### src/rtl/wrs_pkg.sv
package wrs_pkg;

    localparam int HS_LEGS = 3;

    typedef enum logic [3:0] {
        ST_IDLE      = 4'd0,
        ST_HS_REQ    = 4'd1,
        ST_HS_DROP   = 4'd2,
        ST_BOOT_REQ  = 4'd3,
        ST_BOOT_DROP = 4'd4,
        ST_HOLD      = 4'd5,
        ST_RAM_WAIT  = 4'd6,
        ST_L2_REL    = 4'd7,
        ST_FINISH    = 4'd8
    } wrs_state_e;

    typedef logic [1:0] leg_idx_t;
    localparam leg_idx_t LEG_NONE = 2'd3;

    typedef struct packed {
        logic sys_warm;
        logic modules;
        logic l2;
        logic cores;
    } rst_view_t;

    // lowest enabled leg at or above start, LEG_NONE when none remains
    function automatic leg_idx_t first_leg(input logic [HS_LEGS-1:0] en, input leg_idx_t start);
        leg_idx_t r;
        r = LEG_NONE;
        for (int i = HS_LEGS - 1; i >= 0; i--) begin
            if (en[i] && (i >= int'(start))) r = leg_idx_t'(i);
        end
        return r;
    endfunction

    // states in which a cold or watchdog request may still abort
    function automatic logic is_precommit(input wrs_state_e s);
        return (s == ST_IDLE) || (s == ST_HS_REQ) || (s == ST_HS_DROP) || (s == ST_BOOT_REQ);
    endfunction

    function automatic rst_view_t decode_rst(input wrs_state_e s);
        rst_view_t v;
        v = '0;
        case (s)
            ST_HOLD:     v = '{sys_warm: 1'b1, modules: 1'b1, l2: 1'b1, cores: 1'b1};
            ST_RAM_WAIT: v = '{sys_warm: 1'b0, modules: 1'b0, l2: 1'b1, cores: 1'b1};
            ST_L2_REL:   v = '{sys_warm: 1'b0, modules: 1'b0, l2: 1'b0, cores: 1'b1};
            default:     v = '0;
        endcase
        return v;
    endfunction

endpackage

### src/rtl/wrs_hold_timer.sv
module wrs_hold_timer #(
    parameter int HOLD_CYC = 256
) (
    input  logic clk,
    input  logic rst,
    input  logic load,
    input  logic run,
    output logic expired
);
    localparam int CW = $clog2(HOLD_CYC + 1);

    logic [CW-1:0] cnt;

    always_ff @(posedge clk) begin
        if (rst) begin
            cnt <= '0;
        end else if (load) begin
            cnt <= CW'(HOLD_CYC - 1);
        end else if (run && (cnt != '0)) begin
            cnt <= cnt - 1'b1;
        end
    end

    assign expired = run && (cnt == '0);

    assert_cnt_bound_R8: assert property (@(posedge clk) disable iff (rst)
        cnt <= CW'(HOLD_CYC - 1));

endmodule

### src/rtl/wrs_ext_arb.sv
module wrs_ext_arb (
    input  logic clk,
    input  logic rst,
    input  logic cold,
    input  logic wdog,
    input  logic abort_ok,
    input  logic flush,
    output logic fire,
    output logic kind_wdog
);
    logic pend_cold, pend_wdog;
    logic latch_en;

    assign latch_en = !abort_ok;

    always_ff @(posedge clk) begin
        if (rst) begin
            pend_cold <= 1'b0;
            pend_wdog <= 1'b0;
            fire      <= 1'b0;
            kind_wdog <= 1'b0;
        end else begin
            fire <= 1'b0;
            if (abort_ok && (cold || wdog)) begin
                fire      <= 1'b1;
                kind_wdog <= !cold;
            end else if (latch_en) begin
                if (flush) begin
                    if (pend_cold || pend_wdog || cold || wdog) begin
                        fire      <= 1'b1;
                        kind_wdog <= !(pend_cold || cold);
                    end
                    pend_cold <= 1'b0;
                    pend_wdog <= 1'b0;
                end else begin
                    pend_cold <= pend_cold | cold;
                    pend_wdog <= pend_wdog | wdog;
                end
            end
        end
    end

    assert_abort_fire_R6: assert property (@(posedge clk) disable iff (rst)
        (abort_ok && (cold || wdog)) |=> (fire && (kind_wdog == !$past(cold))));

    assert_hold_pending_R7: assert property (@(posedge clk) disable iff (rst)
        (!abort_ok && !flush) |=> !fire);

endmodule

### src/rtl/wrs_per_bank.sv
module wrs_per_bank #(
    parameter int NPER = 16
) (
    input  logic            clk,
    input  logic            rst,
    input  logic            set_all,
    input  logic            rel_wr,
    input  logic [NPER-1:0] rel_mask,
    output logic [NPER-1:0] per_rst
);
    always_ff @(posedge clk) begin
        if (rst) begin
            per_rst <= '0;
        end else if (set_all) begin
            per_rst <= '1;
        end else if (rel_wr) begin
            per_rst <= per_rst & ~rel_mask;
        end
    end

    assert_per_set_R11: assert property (@(posedge clk) disable iff (rst)
        set_all |=> (&per_rst));

    assert_per_rel_R11: assert property (@(posedge clk) disable iff (rst)
        (rel_wr && !set_all) |=> ((per_rst & $past(rel_mask)) == '0));

endmodule

### src/rtl/wrs_ctrl.sv
module wrs_ctrl
    import wrs_pkg::*;
#(
    parameter int HOLD_CYC = 256,
    parameter int NCORE    = 4,
    parameter int NMOD     = 8,
    parameter int NPER     = 16
) (
    input  logic             clk,
    input  logic             rst,
    input  logic             warm_req_wr,
    input  logic [2:0]       hs_en,
    input  logic [2:0]       hs_ack,
    output logic [2:0]       hs_req,
    input  logic             boot_ack,
    output logic             boot_req,
    input  logic             cold_req,
    input  logic             wdog_req,
    input  logic             ram_load_done,
    output logic             sys_warm_rst,
    output logic [NMOD-1:0]  mod_rst,
    output logic             l2_rst,
    output logic [NCORE-1:0] core_rst,
    output logic [NCORE-1:0] core_por_rst,
    input  logic             per_rel_wr,
    input  logic [NPER-1:0]  per_rel_mask,
    output logic [NPER-1:0]  per_rst,
    output logic             ext_rst_fire,
    output logic             ext_rst_wdog,
    output logic [3:0]       state_code,
    output logic             warm_done
);
    wrs_state_e state, state_n;
    leg_idx_t   leg, leg_n;
    logic [2:0] en_q;
    logic       start, hold_go, expired, ext_hit;
    logic [3:0] ack_ext;
    leg_idx_t   nxt_leg;
    rst_view_t  rv;

    assign ext_hit = cold_req || wdog_req;
    assign ack_ext = {1'b0, hs_ack};

    always_comb begin
        state_n = state;
        leg_n   = leg;
        start   = 1'b0;
        hold_go = 1'b0;
        nxt_leg = LEG_NONE;
        case (state)
            ST_IDLE: begin
                if (warm_req_wr && !ext_hit) begin
                    start   = 1'b1;
                    nxt_leg = first_leg(hs_en, 2'd0);
                    leg_n   = nxt_leg;
                    state_n = (nxt_leg != LEG_NONE) ? ST_HS_REQ : ST_BOOT_REQ;
                end
            end
            ST_HS_REQ: begin
                if (ext_hit)           state_n = ST_IDLE;
                else if (ack_ext[leg]) state_n = ST_HS_DROP;
            end
            ST_HS_DROP: begin
                if (ext_hit) begin
                    state_n = ST_IDLE;
                end else if (!ack_ext[leg]) begin
                    nxt_leg = first_leg(en_q, leg_idx_t'(leg + 2'd1));
                    leg_n   = nxt_leg;
                    state_n = (nxt_leg != LEG_NONE) ? ST_HS_REQ : ST_BOOT_REQ;
                end
            end
            ST_BOOT_REQ: begin
                if (ext_hit)       state_n = ST_IDLE;
                else if (boot_ack) state_n = ST_BOOT_DROP;
            end
            ST_BOOT_DROP: begin
                if (!boot_ack) begin
                    hold_go = 1'b1;
                    state_n = ST_HOLD;
                end
            end
            ST_HOLD: begin
                if (expired) state_n = ST_RAM_WAIT;
            end
            ST_RAM_WAIT: begin
                if (ram_load_done) state_n = ST_L2_REL;
            end
            ST_L2_REL: state_n = ST_FINISH;
            ST_FINISH: state_n = ST_IDLE;
            default:   state_n = ST_IDLE;
        endcase
    end

    always_ff @(posedge clk) begin
        if (rst) begin
            state     <= ST_IDLE;
            leg       <= LEG_NONE;
            en_q      <= '0;
            warm_done <= 1'b0;
        end else begin
            state <= state_n;
            leg   <= leg_n;
            if (start) begin
                en_q      <= hs_en;
                warm_done <= 1'b0;
            end else if (state == ST_FINISH) begin
                warm_done <= 1'b1;
            end
        end
    end

    for (genvar g = 0; g < HS_LEGS; g++) begin : g_leg
        assign hs_req[g] = (state == ST_HS_REQ) && (leg == leg_idx_t'(g));
    end

    assign boot_req   = (state == ST_BOOT_REQ);
    assign state_code = state;

    assign rv           = decode_rst(state);
    assign sys_warm_rst = rv.sys_warm;
    assign mod_rst      = {NMOD{rv.modules}};
    assign l2_rst       = rv.l2;

    for (genvar c = 0; c < NCORE; c++) begin : g_core
        assign core_rst[c]     = rv.cores;
        assign core_por_rst[c] = rv.cores;
    end

    wrs_hold_timer #(.HOLD_CYC(HOLD_CYC)) u_timer (
        .clk     (clk),
        .rst     (rst),
        .load    (hold_go),
        .run     (state == ST_HOLD),
        .expired (expired)
    );

    wrs_ext_arb u_arb (
        .clk       (clk),
        .rst       (rst),
        .cold      (cold_req),
        .wdog      (wdog_req),
        .abort_ok  (is_precommit(state)),
        .flush     (state == ST_FINISH),
        .fire      (ext_rst_fire),
        .kind_wdog (ext_rst_wdog)
    );

    wrs_per_bank #(.NPER(NPER)) u_per (
        .clk      (clk),
        .rst      (rst),
        .set_all  (hold_go),
        .rel_wr   (per_rel_wr),
        .rel_mask (per_rel_mask),
        .per_rst  (per_rst)
    );

    assert_req_onehot_R4: assert property (@(posedge clk) disable iff (rst)
        $onehot0({boot_req, hs_req}));

    assert_boot_wait_R5: assert property (@(posedge clk) disable iff (rst)
        (state == ST_BOOT_REQ && !boot_ack && !ext_hit) |=> boot_req);

    assert_warm_entry_R8: assert property (@(posedge clk) disable iff (rst)
        $rose(sys_warm_rst) |-> ($past(state) == ST_BOOT_DROP && !$past(boot_ack)));

    assert_l2_gate_R9: assert property (@(posedge clk) disable iff (rst)
        $fell(l2_rst) |-> $past(ram_load_done));

    assert_core_after_l2_R10: assert property (@(posedge clk) disable iff (rst)
        $fell(core_rst[0]) |-> (!l2_rst && $past(!l2_rst)));

    assert_busy_ignore_R13: assert property (@(posedge clk) disable iff (rst)
        (state == ST_HOLD && !expired) |=> (state == ST_HOLD));

endmodule

### config.mk
export PLATFORM = sky130hd
export DESIGN_NAME = wrs_ctrl
export DESIGN_NICKNAME = d
export VERILOG_FILES = /design/src/rtl/wrs_pkg.sv /design/src/rtl/wrs_hold_timer.sv /design/src/rtl/wrs_ext_arb.sv /design/src/rtl/wrs_per_bank.sv /design/src/rtl/wrs_ctrl.sv
export SDC_FILE = /design/constraint.sdc
export NUM_CORES = 1
export LEC_CHECK = 0
export CAP_MARGIN = 20
export CELL_PAD_IN_SITES_DETAIL_PLACEMENT = 1
export CELL_PAD_IN_SITES_GLOBAL_PLACEMENT = 1
export CORE_ASPECT_RATIO = 0.7
export CORE_MARGIN = 1.5
export CORE_UTILIZATION = 34
export CTS_CLUSTER_SIZE = 20
export DETAILED_ROUTE_END_ITERATION = 8
export PLACE_DENSITY = 0.92
export SYNTH_ARGS = -nofsm -noshare
export SYNTH_HDL_FRONTEND = slang
export SYNTH_SLANG_ARGS = --single-unit
### constraint.sdc
create_clock -name clk -period 3.45 [get_ports clk]
set_clock_uncertainty 0.15 [all_clocks]
set_input_delay 0.5175 -clock clk [delete_from_list [all_inputs] [get_ports clk]]
set_output_delay 0.5175 -clock clk [all_outputs]
set_load 0.05 [all_outputs]
==> summary.md, run 1 <==
| Metric | Value |
|---|---|
| Status | `complete, no violations` |
| First-pass GRT wire length | `around 9.3 mm` |
| CTS H-tree lvls | `2` |
| Worst hold start | `u_per.per_rst[15]` |
| Clk buf depth | `2` |
| Area Growth Syn to Fin | `39.1%` |
| Synth Register Bits | `39` |
| Initial antenna violation count | `0` |
| Worst-Skew Late Latency | `0.30 ns` |
| Num CTS Buffers | `5` |
| Post-synth top flop | `dfxtp_1` |
| Reg clk slew, reported paths | `0.09 ns` |
| Port Buffers | `74` |
| Met3 capacity usage during global routing | `under 10%` |
| # diodes | `0` |
| Worst EP arrival | `2.41 ns` |
| Crit-path max FO | `17` |
| CP endpoint kind | `primary output` |
| Pwr/cell area | `around 400 mW/mm^2` |
| Synth Cell Area | `about 0.002 sq mm` |
| Worst r2r dst | `state_code[0]` |
| Sum Neg Setup Slack | `0 ns` |
| Tcrit/Tclk final | `roughly nine tenths` |
| Via count | `between 1500 and 2000` |
| Largest net degree at the start of global routing | `26` |
| Worst R2R Setup Slack | `between 0.9 and 1 ns` |
| Peak Freq | `roughly 0.32 GHz` |
| Synth area leaders | `dfxtp_1, nand2_1, a21oi_1` |
| Die area | `0.00652 sq mm` |
| Synth async-reset ratio | `0%` |
| Most common cell on crit path | `nor2_1` |
| Main combinational cell family by area after synthesis | `simple AND/OR/NAND/NOR gates` |
| Leakage | `between 1 and 1.5 nW` |
| DR pass1 iterations | `4` |
| CP Data Required Time | `2.78 ns` |
| CP Class | `reg2out` |
| Buf+Inv Stages, Crit Path | `1` |
| Syn_area_per_cell | `about 8.2 sq um` |
| Post-synth cell types | `45` |
| Grt ovf | `0` |
| Routed wire per std cell | `about 15 microns` |
| GPL Wtd Cong | `0.873` |
| Post-route ant nets | `0` |
| Post-Synthesis Net Count | `between 200 and 300` |
| Seq/Total Area, Yosys | `between 30% and 40%` |
| Crit path largest cell delay | `just under 0.9 ns` |
| PostCTS Resize Cnt | `0` |
| Die Wd | `approximately 96 microns` |
| Share of the synthesized area in the top cell type | `38.0%` |
| Nets | `approximately 340` |
| WHS Path Cells | `2` |
| CTS root buf | `clkbuf_8` |
| DRC | `0` |
| Final setup vio count | `0` |
| Post-synth EDFFs | `0` |
| Leading area contributor after synthesis | `dfxtp_1` |
| # IOs | `between 70 and 80` |
| RSZ-0062 raised after global routing | `false` |
| Hold EP | `u_per.per_rst[15]` |
| CTS Sinks | `39` |
| Met2 usage | `31.9%` |
| Starting density of the core | `a little over a third` |
| Slew Limit Headroom | `44.3%` |
| Post-CTS setup buffers | `0` |
| CTS tree | `yes` |
| Layout cell share with drive strength beyond 1 | `under 10%` |
| Cells on worst reg2reg path | `5` |
| Area share of xor/xnor cells in the synthesized design | `about 3.4%` |
| Min-Delay Path Class | `reg2reg` |
| Die Height | `68.0 microns` |
| Period minus WS final | `~3.1 ns` |
| Synth Area in Adders | `roughly 3.7%` |
| Drt via density | `a little over 5` |
| CP top delay family | `buffers and inverters` |
| Vias in the first global route | `2009` |
| Most used routing layer | `met2` |
| Mapped Cells | `250` |
| Synth Area in Compound Gates | `between 10% and 20%` |
| Maxcap violations | `0` |
| Hold_buf cts | `0` |
| Core Area | `just under 0.006 sq mm` |
| Final WL | `slightly below 6 mm` |
| Commonest cells in the netlist | `nand2_1, dfxtp_1, a21oi_1, nor2_1, buf_4` |
| VDD IR max | `0.171 mV` |
| CP Launch Type | `flop` |
| YS warnings | `0` |
| RR Startpoint | `state_code[1]` |
| GR met1 Demand/Resource | `approximately 22%` |
| Mux share of post-synthesis cell area | `3.41%` |
| Hpwl dp | `between 4 and 5 mm` |
| Hold Fails Final Rpt | `0` |
| Simple-gate share of the synthesized area | `a little under a quarter` |
| GRT Resource Usage Total | `18.8%` |
| Most numerous cell in the Yosys netlist | `nand2_1` |
| Layout Utilization | `between 40% and 50%` |
| Slew Viols, Final | `0` |
| Placement Rows | `23` |
| CP max-delay cell | `clkdlybuf4s50_1` |
| DR iter-0 viols | `75` |
| Worst-Margin Slew | `around 0.82 ns` |
| CP Cell Sequence | `nor2_1, nor2_1, clkdlybuf4s50_1` |
==> final cells by class <==
class,count,area [sq um]
fillers,701,2930
flip-flops and latches,39,781
repair buffers,76,756
clock inverters,3,46.3
multi-input cells,176,1080
well taps,75,93.8
clock buffers,5,68.8
inverters,7,26.3
==> worst max-delay path by stage <==
| stage | slack (ns) | end | cells past startpoint | start |
|---|---|---|---|---|
| 6_report | 0.37 | core_rst[1] | 3 | state_code[1] |
| 5_1_grt | 0.19 | core_rst[2] | 3 | state_code[1] |
| 4_1_cts | 0.35 | core_rst[1] | 3 | state_code[1] |
| 3_5_place_dp | 0.69 | core_rst[1] | 3 | state_code[1] |
| 3_3_place_gp | 0.78 | state_code[0] | 6 | wdog_req |
| 2_1_floorplan | 0.43 | core_por_rst[1] | 4 | state_code[1] |
==> worst reg2reg max path, cell delays in order, from the launching register on <==
cell     delay, ns
dfxtp_1       0.66
nor4b_1       0.74
nand2_1       0.17
mux2i_1       0.35
nor4_1        0.10
a31o_2        0.23
==> flip-flops by register name, summed over array words and instances (netlist names) <==
signal           cells
u_arb.fire           1
u_per.per_rst       16
u_arb.pend_cold      1
u_arb.kind_wdog      1
leg                  2
en_q                 3
u_timer.cnt          9
warm_done            1
state_code           4
u_arb.pend_wdog      1
==> placed cells by master (no fill, tap or decap), types with 2 or more instances in the layout <==
cell type,count
nor2b_1,3
o2111ai_1,2
nand2b_1,7
clkdlybuf4s50_1,74
nand3_1,5
xnor2_1,7
nor3_1,4
a21oi_1,28
ha_1,6
nand2_1,40
o221a_2,2
nor3b_1,2
inv_1,7
nor4_1,3
dfxtp_1,39
mux2i_1,7
nor2_1,21
clkbuf_8,5
buf_4,2
o311a_1,2
o211ai_1,2
or4_1,2
and3_1,4
o21ai_0,9
==> power by group <==
group,leakage (nW),internal (mW),total (mW),switching (mW)
Sequential,0.315,0.462,0.491,0.0294
Clock,0.0548,0.218,0.401,0.183
Combinational,0.714,0.104,0.234,0.130
Total,1.08,0.784,1.13,0.342
==> cells by family (layout without fill, tap and decap cells) <==
| family | after synthesis | after routing |
|---|---|---|
| flip-flops | 39 | 39 |
| adder cells (fa/ha/maj) | 6 | 6 |
| multiplexers | 7 | 7 |
| XOR/XNOR | 8 | 8 |
| AND/OR/NAND/NOR | 99 | 99 |
| AO/OA/AOI/OAI | 56 | 56 |
| buffers and inverters | 35 | 91 |
==> per-layer routing <==
layer / part of all wire, % / vias up
met2: 46 / 66
met1: 44 / 924
met3: 8.9 / 7
li1: - / 964
met5: 0 / -
met4: 0.53 / 0
==> per-stage QoR <==
step                      setup slack, ns  cells  cell area [sq um]  power, mW  hold slack [ns]
after global placement              0.775    373               2740      0.727            0.290
after detailed placement            0.688    373               2740      0.735            0.301
after floorplan                     0.433    250               2050      0.647            0.313
after CTS                           0.350    381               2860       1.14            0.314
final                               0.368    381               2860       1.13            0.308
after global routing                0.186    381               2860       1.18            0.340
Note: power is estimated with default switching activity, not from simulation.
==> run 2, diff against run 1 <==
MAX_ROUTING_LAYER = met4   (was default)
==> run 2 against run 1 <==
Cell area is the same. Via count shrank 0.10%. Worst setup slack worse by 0.032 ns. Non-clock buffer count unchanged. Cell count unchanged. First-iteration DRC count increased by 4.0%. Combinational power hardly changed. Clock power about the same.
==> summary.md, run 2 (synthesized netlist as in run 1, its figures left out) <==
| Metric | Value |
|---|---|
| Tcrit/Tclk final | `90.3% (+0.92 points)` |
| Area of the multi-input gates | `0.00108 sq mm (unchanged)` |
| Period minus WS final | `3.11 ns (+0.0318 ns)` |
| GPL Wtd Cong | `0.887 (+1.6%)` |
| Routed wire per std cell | `15.3 microns (unchanged)` |
| Placed cells | `373 (unchanged)` |
| # IOs | `75 (unchanged)` |
| Hold_buf cts | `0 (unchanged)` |
| Setup crit end | `core_rst[1]` |
| Crit-path max FO | `17 (unchanged)` |
| Hpwl dp | `4.28 mm (unchanged)` |
| CTS Sinks | `39 (unchanged)` |
| Slew Limit Headroom | `44.6% (+0.27 points)` |
| Cells on worst reg2reg path | `5 (unchanged)` |
| Nets | `341 (unchanged)` |
| Crit path largest cell delay | `0.89 ns (about the same)` |
| Cell-internal power | `0.784 mW (about the same)` |
| Worst r2r dst | `state_code[0]` |
| Commonest cells after routing, fill and taps aside | `clkdlybuf4s50_1, nand2_1, dfxtp_1` |
| GRT Resource Usage Total | `19.3% (+0.58 points)` |
| First-pass GRT wire length | `9.30 mm (about the same)` |
| Placed cell areas | `0.00274 sq mm (unchanged)` |
| Layout Utilization | `49.4% (unchanged)` |
| RR Startpoint | `state_code[1]` |
| CP endpoint kind | `primary output` |
| Most flops, register | `u_per.per_rst` |
| Clock network fraction of design power | `35.5% (about the same)` |
| DR pass1 iterations | `4 (unchanged)` |
| Port Buffers | `74 (unchanged)` |
| Placement Rows | `23 (unchanged)` |
| Most common cell after layout, fill and taps aside | `clkdlybuf4s50_1` |
| Worst hold start | `u_per.per_rst[14]` |
| CP max-delay cell | `clkdlybuf4s50_1` |
| Post-route ant nets | `0 (unchanged)` |
| Sum Neg Setup Slack | `0 ns (unchanged)` |
| DR iter-0 viols | `78 (+4.0%)` |
| Worst-Margin Slew | `0.820 ns (-0.00399 ns)` |
| Worst EP arrival | `2.45 ns (+0.04 ns)` |
| DRC | `0 (unchanged)` |
| Initial antenna violation count | `0 (unchanged)` |
| Layout cell share with drive strength beyond 1 | `7.52% (unchanged)` |
| Num CTS Buffers | `5 (unchanged)` |
| Die Wd | `95.9 microns (unchanged)` |
| Power Total | `1.13 mW (about the same)` |
| Vias in the first global route | `2002 (-0.35%)` |
| Reg clk slew, reported paths | `0.09 ns (about the same)` |
| Fin cells | `381 (unchanged)` |
| GR met1 Demand/Resource | `23.0% (+0.74 points)` |
| Met2 usage | `32.0% (+0.088 points)` |
| CTS root buf | `clkbuf_8` |
| Die area | `0.00652 sq mm (unchanged)` |
| Worst setup startpoint | `state_code[1]` |
| # diodes | `0 (unchanged)` |
| Post-CTS setup buffers | `0 (unchanged)` |
| Fillcell total | `701 (unchanged)` |
| Grt ovf | `0 (unchanged)` |
| Via count | `1959 (-0.10%)` |
| Slew Viols, Final | `0 (unchanged)` |
| Combinational power share | `20.8% (about the same)` |
| Drt via density | `5.14 (-0.10%)` |
| Register area | `781 sq um (unchanged)` |
| Peak Freq | `0.321 GHz (-1.0%)` |
| Met3 capacity usage during global routing | `6.44% (-1.2 points)` |
| Final WL | `5.83 mm (unchanged)` |
| CP Launch Type | `flop` |
| Psw | `0.342 mW (about the same)` |
| VDD IR max | `0.171 mV (about the same)` |
| Worst-Skew Late Latency | `0.30 ns (about the same)` |
| Min-Delay Path Class | `reg2reg` |
| Flop pwr share | `43.7% (about the same)` |
| Worst R2R Setup Slack | `0.93 ns (-0.02 ns)` |
| CP Data Required Time | `2.78 ns (about the same)` |
| Most common cell on crit path | `nor2_1` |
| Core Area | `0.00578 sq mm (unchanged)` |
| Starting density of the core | `35.5% (unchanged)` |
| Maxcap violations | `0 (unchanged)` |
| PostCTS Resize Cnt | `0 (unchanged)` |
| Final setup vio count | `0 (unchanged)` |
| CTS tree | `yes` |
| CP Class | `reg2out` |
| Max reg flops | `16 (unchanged)` |
| RSZ-0062 raised after global routing | `false` |
| Sw Share | `30.4% (about the same)` |
| Status | `complete, no violations` |
| Area Growth Syn to Fin | `39.1% (unchanged)` |
| Hold Fails Final Rpt | `0 (unchanged)` |
| Die Height | `68.0 microns (unchanged)` |
| Clk buf depth | `2 (unchanged)` |
| CTS H-tree lvls | `2 (unchanged)` |
| Most used routing layer | `met2` |
| Post-route cell area | `0.00286 sq mm (unchanged)` |
| Largest net degree at the start of global routing | `26 (unchanged)` |
| Leakage | `1.08 nW (unchanged)` |
| Pwr/cell area | `394 mW/mm^2 (about the same)` |
| CP Cell Sequence | `nor2_1, nor2_1, clkdlybuf4s50_1` |
==> run 2: cell counts in the layout (fill, tap and decap cells not counted) <==
No cell type changed its count.
==> run 2: power groups by stage <==
stage | combinational (mW) | clock [mW] | sequential [mW]
floorplan | 0.138 | 0 | 0.510
global placement | 0.227 | 0 | 0.500
detailed placement | 0.233 | 0 | 0.502
CTS | 0.236 | 0.411 | 0.492
global route | 0.256 | 0.433 | 0.496
finish | 0.234 | 0.400 | 0.492
==> run 2: critical path, delay by kind of cell, from the launching register on <==
kind,cells,cell delay (ns)
DFF,1,0.68
buffers and inverters,1,0.89
and+or+nand+nor,2,0.58
==> run 2: worst min-delay path by stage <==
stage | slack (ns) | depth (start not counted) | endpoint
final | 0.31 | 2 | u_per.per_rst[14]
after global routing | 0.34 | 2 | u_per.per_rst[0]
after CTS | 0.31 | 2 | u_per.per_rst[14]
after detailed placement | 0.30 | 2 | u_per.per_rst[14]
after global placement | 0.29 | 2 | u_per.per_rst[3]
after floorplan | 0.31 | 2 | en_q[0]
==> run 2: layout make-up <==
type                       count  area share (%)
multi-input combinational    176            37.9
tap                           75            3.29
timing repair buffer          76            26.5
sequential                    39            27.3
clock buffer                   5            2.41
clock inverter                 3            1.62
inverter                       7           0.920
==> run 2: layer usage <==
metal  up-vias  wire [microns]
li1        963               -
met1       918            2670
met2        71            2660
met3         7             468
met4         0              33
met5         -               0
==> run 2: through the flow <==
step	setup slack [ns]	hold slack, ns
floorplan	0.433	0.313
global placement	0.775	0.290
detailed placement	0.688	0.301
CTS	0.350	0.314
global route	0.174	0.340
finish	0.336	0.308
==> run 3, diff against run 2 <==
PLACE_DENSITY = 0.83   (was 0.92)
==> run 3 against run 2 <==
Sequential share of layout area up 0.084 points. Cell count up 0.26%. Clock-buffer cell count up 1. Register-to-register slack worse by 0.03 ns. Critical endpoint is now core_por_rst[1]. Largest power group unchanged.
==> summary.md, run 3 (synthesized netlist as in run 1, its figures left out) <==
| Metric | Value |
|---|---|
| WHS Path Cells | `2 (unchanged)` |
| Commonest cells after routing, fill and taps aside | `clkdlybuf4s50_1, nand2_1, dfxtp_1` |
| Hpwl dp | `4.33 mm (+1.2%)` |
| Layout cell share with drive strength beyond 1 | `7.82% (+0.30 points)` |
| CTS Sinks | `39 (unchanged)` |
| Leakage | `1.08 nW (-0.24%)` |
| Period minus WS final | `3.06 ns (-0.0505 ns)` |
| Worst r2r dst | `state_code[2]` |
| DR iter-0 viols | `86 (+10%)` |
| CP Class | `reg2out` |
| Peak Freq | `0.326 GHz (+1.6%)` |
| Post-Place Worst Slack | `0.663 ns (-0.0248 ns)` |
| Crit path largest cell delay | `0.89 ns (about the same)` |
| RR Startpoint | `state_code[1]` |
| CTS tree | `yes` |
| Area Growth Syn to Fin | `38.6%` |
| Final WL | `5.67 mm (-2.8%)` |
| Maxcap violations | `0 (unchanged)` |
| Worst-Margin Slew | `0.929 ns (+0.109 ns)` |
| PostCTS Resize Cnt | `0 (unchanged)` |
| Post-route cell area | `0.00285 sq mm (-0.31%)` |
| Worst EP arrival | `2.40 ns (-0.05 ns)` |
| CP Data Required Time | `2.78 ns (about the same)` |
| CP top delay family | `buffers and inverters` |
| Crit-path max FO | `13 (-4)` |
| Nets | `342 (+0.29%)` |
| Worst-Skew Late Latency | `0.29 ns (about the same)` |
| Power Total | `1.06 mW (-6.3%)` |
| Buf+Inv Stages, Crit Path | `1 (unchanged)` |
| First-pass GRT wire length | `8.89 mm (-4.4%)` |
| # IOs | `75 (unchanged)` |
| Worst hold start | `u_per.per_rst[3]` |
| CTS H-tree lvls | `2 (unchanged)` |
| Worst setup margin | `0.386 ns (+0.0505 ns)` |
| Worst R2R Setup Slack | `0.90 ns (-0.03 ns)` |
| Num CTS Buffers | `5 (unchanged)` |
| GPL Wtd Cong | `0.783 (-12%)` |
| Vias in the first global route | `1845 (-7.8%)` |
| GRT Resource Usage Total | `18.6% (-0.76 points)` |
| Most common cell after layout, fill and taps aside | `clkdlybuf4s50_1` |
| Routed wire per std cell | `14.8 microns (-3.1%)` |
| Die Wd | `95.9 microns (unchanged)` |
| Min-Delay Path Class | `reg2reg` |
| CTS root buf | `clkbuf_8` |
| Largest net degree at the start of global routing | `25 (-3.8%)` |
| Hold EP | `u_per.per_rst[3]` |
| Initial antenna violation count | `0 (unchanged)` |
| Reg clk slew, reported paths | `0.08 ns (about the same)` |
| Tcrit/Tclk final | `88.8% (-1.5 points)` |
| Placed cells | `374 (+0.27%)` |
| Max reg flops | `16 (unchanged)` |
| Cells on worst reg2reg path | `5 (unchanged)` |
| Final setup vio count | `0 (unchanged)` |
| Grt ovf | `0 (unchanged)` |
| CP Cell Sequence | `nand2b_1, nor2_1, clkdlybuf4s50_1` |
| Starting density of the core | `35.5% (unchanged)` |
| Post-route ant nets | `0 (unchanged)` |
| CP Launch Type | `flop` |
| Hold Fails Final Rpt | `0 (unchanged)` |
| Core Area | `0.00578 sq mm (unchanged)` |
| Port Buffers | `74 (unchanged)` |
| DRC | `0 (unchanged)` |
| DR pass1 iterations | `4 (unchanged)` |
| Post-CTS setup buffers | `0 (unchanged)` |
| Clk buf depth | `2 (unchanged)` |
| Drt via density | `5.13 (-0.21%)` |
| Via count | `1960 (+0.051%)` |
| VDD IR max | `0.176 mV (+3.2%)` |
| Pwr/cell area | `371 mW/mm^2 (-6.0%)` |
| Die Height | `68.0 microns (unchanged)` |
| Sum Neg Setup Slack | `0 ns (unchanged)` |
| RSZ-0062 raised after global routing | `false` |
| Slew Viols, Final | `0 (unchanged)` |
| # diodes | `0 (unchanged)` |
| Placed cell areas | `0.00275 sq mm (+0.27%)` |
| Slew Limit Headroom | `37.2% (-7.4 points)` |
| Fin cells | `382 (+0.26%)` |
| Die area | `0.00652 sq mm (unchanged)` |
| CP endpoint kind | `primary output` |
| Status | `complete, no violations` |
| CP max-delay cell | `clkdlybuf4s50_1` |
| Most flops, register | `u_per.per_rst` |
| Placement Rows | `23 (unchanged)` |
| Hold_buf cts | `0 (unchanged)` |
## run 3: worst max path at each step
stage               slack, ns  cells after the start         endpoint     startpoint
detailed placement       0.66                      3  core_por_rst[1]  state_code[2]
CTS                      0.35                      3  core_por_rst[1]  state_code[2]
global placement         0.77                      6    state_code[0]       wdog_req
floorplan                0.43                      4  core_por_rst[1]  state_code[1]
finish                   0.39                      3  core_por_rst[1]  state_code[2]
global route             0.16                      3  core_por_rst[1]  state_code[2]
## run 3: metrics by stage
step / hold WS, ns / utilization [%]
after floorplan: 0.313 / -
after global placement: 0.290 / 47.5
after detailed placement: 0.299 / 47.5
after CTS: 0.311 / 49.2
after global routing: 0.336 / 49.2
final: 0.308 / 49.2
## run 3: cell type report
cell class              instances  area (sq um)
clock buffers                   6          82.6
multi-input cells             176          1080
well taps                      75          93.8
repair buffers                 77           763
fillers                       684          2940
inverters                       7          26.3
clock inverters                 2          16.3
flip-flops and latches         39           781
## run 3: metal layers
layer | vias up | wire length, microns | global-route usage [%] | part of all wire [%]
li1 | 964 | - | - | -
met1 | 914 | 2720 | 24.1 | 48
met2 | 76 | 2440 | 27.6 | 43
met3 | 6 | 464 | 6.33 | 8.2
met4 | 0 | 42 | 4.60 | 0.74
met5 | - | 0 | - | 0
## run 3: tightest hold or removal path: stages (launching register included)
cell	delay (ns)
dfxtp_1	0.31
nand2_1	0.05
a21oi_1	0.05
## run 3: report_power, final
| part | internal (mW) | total, mW | switching, mW |
|---|---|---|---|
| Sequential | 0.462 | 0.492 | 0.0297 |
| Clock | 0.163 | 0.328 | 0.165 |
| Combinational | 0.105 | 0.236 | 0.130 |
